===== src/rtl/ucseq_pkg.sv =====
package ucseq_pkg;
  typedef enum logic [1:0] {
    PH_IDLE  = 2'd0,
    PH_FETCH = 2'd1,
    PH_EXEC  = 2'd2,
    PH_HALT  = 2'd3
  } phase_t;
endpackage


===== src/rtl/ucseq_store.sv =====
module ucseq_store #(
  parameter int ADDR_W    = 6,
  parameter int CTRL_W    = 18,
  parameter int STRIDE    = 5,
  parameter int HALT_ADDR = 42,
  localparam int DEPTH    = 1 << ADDR_W,
  localparam int WORD_W   = CTRL_W + ADDR_W
) (
  input  logic [ADDR_W-1:0] addr,
  output logic [WORD_W-1:0] rdata
);
  // control field: address bits repeated, every other group inverted
  function automatic logic [CTRL_W-1:0] ctrl_of(input logic [ADDR_W-1:0] a);
    logic [CTRL_W-1:0] w;
    for (int i = 0; i < CTRL_W; i++) begin
      w[i] = a[i % ADDR_W] ^ (((i / ADDR_W) % 2) == 1);
    end
    return w;
  endfunction

  // link field: fixed stride, self-loop at the halt word
  function automatic logic [ADDR_W-1:0] link_of(input logic [ADDR_W-1:0] a);
    if (a == ADDR_W'(HALT_ADDR)) return a;
    return a + ADDR_W'(STRIDE);
  endfunction

  logic [WORD_W-1:0] rom [DEPTH];

  for (genvar g = 0; g < DEPTH; g++) begin : g_word
    assign rom[g] = {ctrl_of(ADDR_W'(g)), link_of(ADDR_W'(g))};
  end

  assign rdata = rom[addr];
endmodule


===== src/rtl/ucseq_phase.sv =====
module ucseq_phase
  import ucseq_pkg::*;
(
  input  logic   clk,
  input  logic   rst_n,
  input  logic   start,
  input  logic   self_loop,
  output phase_t phase
);
  phase_t phase_d;

  always_comb begin
    phase_d = phase;
    unique case (phase)
      PH_IDLE:  if (start) phase_d = PH_FETCH;
      PH_FETCH: phase_d = PH_EXEC;
      PH_EXEC:  phase_d = self_loop ? PH_HALT : PH_FETCH;
      PH_HALT:  phase_d = PH_HALT;
      default:  phase_d = PH_IDLE;
    endcase
  end

  always_ff @(posedge clk or negedge rst_n) begin
    if (!rst_n) phase <= PH_IDLE;
    else        phase <= phase_d;
  end
endmodule


===== src/rtl/ucseq_regs.sv =====
module ucseq_regs #(
  parameter int ADDR_W  = 6,
  parameter int CTRL_W  = 18,
  localparam int WORD_W = CTRL_W + ADDR_W
) (
  input  logic              clk,
  input  logic              rst_n,
  input  logic              load_word,
  input  logic              advance,
  input  logic [WORD_W-1:0] store_word,
  output logic [ADDR_W-1:0] car,
  output logic [WORD_W-1:0] cdr
);
  always_ff @(posedge clk or negedge rst_n) begin
    if (!rst_n) begin
      car <= '0;
      cdr <= '0;
    end else begin
      if (load_word) cdr <= store_word;
      if (advance)   car <= cdr[ADDR_W-1:0];
    end
  end
endmodule


===== src/rtl/ucode_sequencer.sv =====
module ucode_sequencer
  import ucseq_pkg::*;
#(
  parameter int ADDR_W    = 6,
  parameter int CTRL_W    = 18,
  parameter int STRIDE    = 5,
  parameter int HALT_ADDR = 42
) (
  input  logic              clk,
  input  logic              rst_n,
  input  logic              start,
  output logic [CTRL_W-1:0] ctrl_word,
  output logic [ADDR_W-1:0] uaddr,
  output logic              halted
);
  localparam int WORD_W = CTRL_W + ADDR_W;

  phase_t            phase;
  logic [ADDR_W-1:0] car;
  logic [WORD_W-1:0] cdr;
  logic [WORD_W-1:0] store_word;

  // named internal events
  logic              fetch_phase;
  logic              exec_phase;
  logic              self_loop;
  logic              advance;
  logic [ADDR_W-1:0] link_field;

  assign fetch_phase = (phase == PH_FETCH);
  assign exec_phase  = (phase == PH_EXEC);
  assign link_field  = cdr[ADDR_W-1:0];
  assign self_loop   = exec_phase && (link_field == car);
  assign advance     = exec_phase && !self_loop;

  ucseq_store #(
    .ADDR_W(ADDR_W), .CTRL_W(CTRL_W), .STRIDE(STRIDE), .HALT_ADDR(HALT_ADDR)
  ) u_store (
    .addr (car),
    .rdata(store_word)
  );

  ucseq_phase u_phase (
    .clk      (clk),
    .rst_n    (rst_n),
    .start    (start),
    .self_loop(self_loop),
    .phase    (phase)
  );

  ucseq_regs #(.ADDR_W(ADDR_W), .CTRL_W(CTRL_W)) u_regs (
    .clk       (clk),
    .rst_n     (rst_n),
    .load_word (fetch_phase),
    .advance   (advance),
    .store_word(store_word),
    .car       (car),
    .cdr       (cdr)
  );

  assign ctrl_word = exec_phase ? cdr[WORD_W-1:ADDR_W] : '0;
  assign uaddr     = car;
  assign halted    = (phase == PH_HALT);

  // waiting sequencer sits at address 0
  assert_idle_home_R1: assert property (@(posedge clk) disable iff (!rst_n)
    (phase == PH_IDLE) |-> (car == '0));

  // fetch is always followed by execute with the address held
  assert_fetch_then_exec_R5: assert property (@(posedge clk) disable iff (!rst_n)
    fetch_phase |=> (exec_phase && $stable(car)));

  // word register holds the store word of the current address during execute
  assert_word_matches_store_R4: assert property (@(posedge clk) disable iff (!rst_n)
    exec_phase |-> (cdr == store_word));

  // address register follows the link field after execute
  assert_link_followed_R5: assert property (@(posedge clk) disable iff (!rst_n)
    advance |=> (car == $past(link_field) && fetch_phase));

  // halt is sticky, address frozen, outputs quiet
  assert_halt_sticky_R6: assert property (@(posedge clk) disable iff (!rst_n)
    halted |=> (halted && $stable(uaddr) && ctrl_word == '0));

  // once running, start never sends the sequencer back to waiting
  assert_no_restart_R7: assert property (@(posedge clk) disable iff (!rst_n)
    (fetch_phase || exec_phase || halted) |=> (phase != PH_IDLE));
endmodule


===== config.mk =====
export PLATFORM = sky130hd
export DESIGN_NAME = ucode_sequencer
export DESIGN_NICKNAME = d
export VERILOG_FILES = /design/src/rtl/ucseq_pkg.sv /design/src/rtl/ucseq_store.sv /design/src/rtl/ucseq_phase.sv /design/src/rtl/ucseq_regs.sv /design/src/rtl/ucode_sequencer.sv
export SDC_FILE = /design/constraint.sdc
export NUM_CORES = 1
export LEC_CHECK = 0
export ABC_AREA = 1
export BUFFER_PORTS_ARGS = -buffer_cell sky130_fd_sc_hd__buf_2
export CORE_ASPECT_RATIO = 0.8
export CORE_MARGIN = 8
export CORE_UTILIZATION = 57
export CTS_CLUSTER_DIAMETER = 30
export DETAILED_ROUTE_END_ITERATION = 7
export PLACE_DENSITY = 0.82
export SYNTH_ARGS = -nofsm -noshare
export SYNTH_HDL_FRONTEND = slang
export SYNTH_SLANG_ARGS = --single-unit
export TNS_END_PERCENT = 30

===== constraint.sdc =====
create_clock -name clk -period 2.6 [get_ports clk]
set_clock_uncertainty 0.05 [all_clocks]
set_input_delay 0.13 -clock clk [delete_from_list [all_inputs] [get_ports clk]]
set_output_delay 0.13 -clock clk [all_outputs]
set_load 0.005 [all_outputs]

==> Word level (Yosys, flattened, before mapping) <==
Memory sizes are Yosys's and may differ from the RTL's. A register that Yosys moved wholly into a read port is not among the register bits.
Cells that the tools add are included.
{ "word_totals": {"reg_bits": 8, "romBits": 1536, "input_bits": 3, "out_inout_bits": 25, "mem_count": 1} }
{ "classes": {"eq_ne": 5, "mux": 4, "bitwise": 1, "n_reduce_logical": 5} }
{ "memory_table": {"columns": ["name", "words", "word_bits", "rd", "rd_ports_with_merged_regs", "wr", "line_no", "source"], "rows": [
  ["(name not given)", 64, 24, 1, 1, 0, "ucseq_store.sv:33", "assign rdata = rom[addr];"]
]} }
{ "op_table": {"columns": ["operator", "n"], "rows": [
  ["2-to-1 mux 18 bit", 1],
  ["one-hot mux 2 bit (4 select lines)", 1],
  ["NOT 6 -> 7 bit", 1],
  ["equality test 6 bit", 1],
  ["equality test 2 bit, second input constant", 2],
  ["2-to-1 mux 2 bit", 2],
  ["equality test 2 x 1 -> 1 bit, second input constant", 1],
  ["logical AND 1 bit", 2],
  ["logical NOT 1 bit", 2],
  ["logical NOT 2 bit", 1],
  ["inequality test 2 bit, second input constant", 1]
]} }

==> Logic depth before layout (Yosys ltp) <==
{ "logic_depth": {"word_depth": 4, "depth_mapped": 9, "mapped_depth_nobuf": 8} }

==> Cells and area by module <==
A second synthesis with hierarchy kept.
{ "unflattened": {"hier_cells": 255, "hier_area_um2": 1815.5} }
{ "by_module_without_submodules": {"columns": ["module", "n_inst", "cells_each", "area_per_inst_um2"], "rows": [
  ["ucseq_regs", 1, 127, 1196.1],
  ["ucode_sequencer", 1, 79, 302.8],
  ["ucseq_store", 1, 41, 244.0],
  ["ucseq_phase", 1, 8, 72.6]
]} }

==> Least setup slack after synthesis <==
Ideal clock, no wire load.
{ "synth_timing": {"path_kind": "flip-flop to flip-flop", "start": "reg u_regs.car[0]", "end": "reg u_regs.cdr[5]", "setup_ps": 127, "arrival_time_ps": 1081, "required_ps": 2423, "slack_ps": 1343, "stages_incl_launch_ff": 6, "synth_period_minus_slack_ps": 1257, "path_cell_list": "dfrtp_1 -> ha_1 -> o21ai_1 -> o21ai_1 -> nor2_1 -> a21oi_1"} }
{ "synth_between": {"elab_chain_cells": 1} }
{ "synth_rtl": {"columns": ["element", "line_no", "source"], "rows": [
  ["start, declared", "ucseq_regs.sv:11", "output logic [ADDR_W-1:0] car,"],
  ["start signal, assigned", "ucseq_regs.sv:20", "if (advance) car <= cdr[ADDR_W-1:0];"],
  ["NOT 6 -> 7 bit (not written as such)", "ucseq_store.sv:33", null],
  ["end, declared", "ucseq_regs.sv:12", "output logic [WORD_W-1:0] cdr"]
]} }
Every way passes these cells.
A chain may end at the register's enable or synchronous reset.

==> Worst setup path after layout <==
{ "layout_timing": {"start": "reg u_phase.phase[0]", "end": "out ctrl_word[13]"} }
{ "layout_between": {"elab_chain_cells": 2} }
{ "layout_rtl": {"columns": ["element", "line_no", "source"], "rows": [
  ["start, declared", "ucseq_phase.sv:8", "output phase_t phase"],
  ["start signal, assigned", "ucseq_phase.sv:25", "else phase <= phase_d;"],
  ["equality test 2 bit", "ucode_sequencer.sv:31", "assign exec_phase = (phase == PH_EXEC);"],
  ["2-to-1 mux 18 bit", "ucode_sequencer.sv:61", "assign ctrl_word = exec_phase ? cdr[WORD_W-1:ADDR_W] : '0;"],
  ["end, declared", "ucode_sequencer.sv:12", "output logic [CTRL_W-1:0] ctrl_word,"]
]} }
Every way passes these cells.

==> summary.txt <==
STA
  – Hold Vio Cnt, Final: 0
  – Fmax: 0.606 GHz
  – Max Slew Vio Count: 0
  – Worst Tran Pin Value: 0.553 ns
  – Hold_ws: 0.248 ns
  – RSZ-0062 raised after global routing: no
  – Fin Setup TNS: 0 ns
  – Fin worst setup slack: 0.951 ns
  – Tmin final: 1.65 ns
  – Setup violations, final: 0
  – Slew margin rel.: 0.632
  – Final Cycle Share: 0.634

Setup path
  – Critical Path End Type: output pin
  – R2R depth: 7
  – Worst setup SP type: register
  – RR Endpoint: u_regs.cdr[5]
  – Critical Path RT: 2.42 ns
  – Crit path max fanout: 13
  – Crit path DAT: 1.47 ns
  – Worst reg-to-reg setup slack: 1.05 ns
  – WS Path Type: register to output pin
  – Reg-to-Reg Start: u_phase.phase[1]

Layout
  – Area occupied by multi-input gates: 533 um^2
  – Area grow syn2layout: 11.6%
  – Commonest non-fill, non-tap cell in the layout: nand2_1
  – Fraction of layout cells with a size suffix above 1: 0.275
  – Fin nets: 199
  – Final instance area: 0.00153 mm^2
  – Reg area: 651 um^2
  – Fin util: 0.648
  – Fill count: 201
  – Most frequent cells in the layout: nand2_1 (34), buf_2 (27), dfrtp_1 (26), inv_1 (25), nor2_1 (18)
  – # diodes: 0

Floorplan
  – Initial Util: 0.581
  – FP Rows: 16
  – Die area: 0.00424 mm^2
  – Top-Level Pins: 28
  – Die height: 59.9 um
  – Die W: 70.9 um
  – Placeable Area: 0.00236 mm^2

Clock tree
  – CTS clk-pin slew, worst paths: 0.14 ns
  – CTS tree: done
  – Clock sinks: 26
  – Clock Tree Buf Depth: 2
  – Number of CTS-inserted buffers: 3
  – # H-tree levels: 1
  – Setup Fix Bufs, Post-CTS: 0
  – Worst skew pair latency: 0.33 ns
  – Root Driver: clkbuf_4

Global routing
  – Vias in the first global route: 1109
  – GRT overflow: 0
  – First-pass GRT wire length: 5070 um
  – GRT Total Usage: 0.153
  – Largest net degree at the start of global routing: 27
  – Routing usage on met1: 0.181
  – GRT busiest layer: met2
  – Initial antenna violation count: 0
  – Met2 Usage GRT: 0.260
  – GR met3 Demand/Resource: 0.0369

Power and ir drop
  – Pwr dens: 405 mW/mm^2
  – P_leak: 0.845 nW
  – Peak VDD IR: 0.253 mV

Yosys
  – Synth warnings: 0
  – Synth Cell Area: 0.00137 mm^2
  – Post-Syn Area per Cell: 8.07 um^2
  – Post-Synthesis Cells: 170
  – Synthesized flop and latch total: 26
  – Library cells used by synthesis: 26
  – Syn_nets: 175
  – Sequential fraction of the synthesis area: 0.474

Placed design
  – Hpwl dp: 2130 um
  – GPL Wtd Cong: 0.824
  – Placed cell areas: 0.00148 mm^2
  – Pre-CTS setup slack: 1.08 ns
  – Number of port buffers: 27

Routing
  – Drc violations: 0
  – Vias per inst: 5.04
  – Via Count: 1108
  – Drt wl/cell: 13.1 um
  – DRT iter0 DRCs: 38
  – Detailed Routing Iterations Pass 1: 4
  – ANT nets after route: 0
  – DRT Wirelength: 2890 um

Run status
  – Status: finished, final reports clean

Run
  – Max Cap Violations: 0

Min path
  – Min-Delay Path Class: input pin to async pin
-- kinds of logic after synthesis --
group	Yosys count	synth area share
AND/OR/NAND/NOR	75	0.263
AO/OA/AOI/OAI	25	0.108
adder cells (fa/ha/maj)	2	0.0182
buffers and inverters	42	0.138
flip-flops	26	0.474
-- stage by stage --
step                cells  total power [mW]
finish                220             0.621
global route          220             0.643
CTS                   220             0.623
detailed placement    214             0.422
global placement      214             0.421
floorplan             170             0.413
-- state kept, by name (all words and copies together) (netlist names) --
register / cells
u_phase.phase: 2
u_regs.car: 6
u_regs.cdr: 18
-- worst max path at each step --
stage | start | endpoint | slack (ns)
5_1_grt | u_phase.phase[0] | ctrl_word[15] | 0.80
3_3_place_gp | u_phase.phase[1] | u_regs.cdr[5] | 1.16
6_report | u_phase.phase[0] | ctrl_word[13] | 0.95
4_1_cts | u_phase.phase[0] | ctrl_word[13] | 0.93
3_5_place_dp | u_phase.phase[1] | u_regs.cdr[5] | 1.08
2_1_floorplan | u_regs.car[0] | u_regs.cdr[5] | 1.34
-- area by class of cell --
cell class,count,share of cell area
multi-input combinational,102,0.348
timing repair buffer,29,0.101
inverter,32,0.0801
tap,27,0.0221
sequential,26,0.425
clock buffer,4,0.0237
-- cell usage after synthesis --
master    instances  area [um^2]
a21oi_1           8         40.0
a22oi_1           1         7.51
a31oi_1           1         6.26
and2_1            1         6.26
buf_2             2         10.0
buf_4             7         52.6
clkbuf_1          1         3.75
dfrtp_1          26          651
ha_1              2         25.0
inv_1            25         93.8
inv_2             6         22.5
inv_4             1         6.26
nand2_1          34          128
nand2_2           5         31.3
nand2_4           1         11.3
nand3_1           7         35.0
nand3_4           1         17.5
nor2_1           18         67.6
nor2_2            4         25.0
nor2_4            3         33.8
nor3_1            1         5.00
o21ai_0           4         20.0
o21ai_1           3         15.0
o21ai_2           1         8.76
o21bai_1          5         37.5
o22ai_1           2         12.5
-- routing by layer --
layer,vias up,part of all wire
met1,512,0.46
li1,559,-
met5,-,0
met3,5,0.053
met4,0,0.015
met2,32,0.47
-- power by group --
| part | switching, mW | leakage, nW | internal (mW) |
|---|---|---|---|
| Clock | 0.119 | 0.0210 | 0.0858 |
| Sequential | 0 | 0.287 | 0.404 |
| Combinational | 0.00793 | 0.536 | 0.00320 |
-- critical path, stage by stage, from the launching register on --
cell and delay (ns):
dfrtp_1 0.42, inv_2 0.10, nand2_1 0.27, nor2_1 0.21
buf_2 0.14
-- timing repair --
item / 4_1_cts / 5_1_grt
endpoints found under the setup margin: 0 / 0
endpoints found under the hold margin: 27 / 0
gates resized for setup: 0 / 0
hold buffers: 2 / 0
Power figures use the tool's default switching activity.
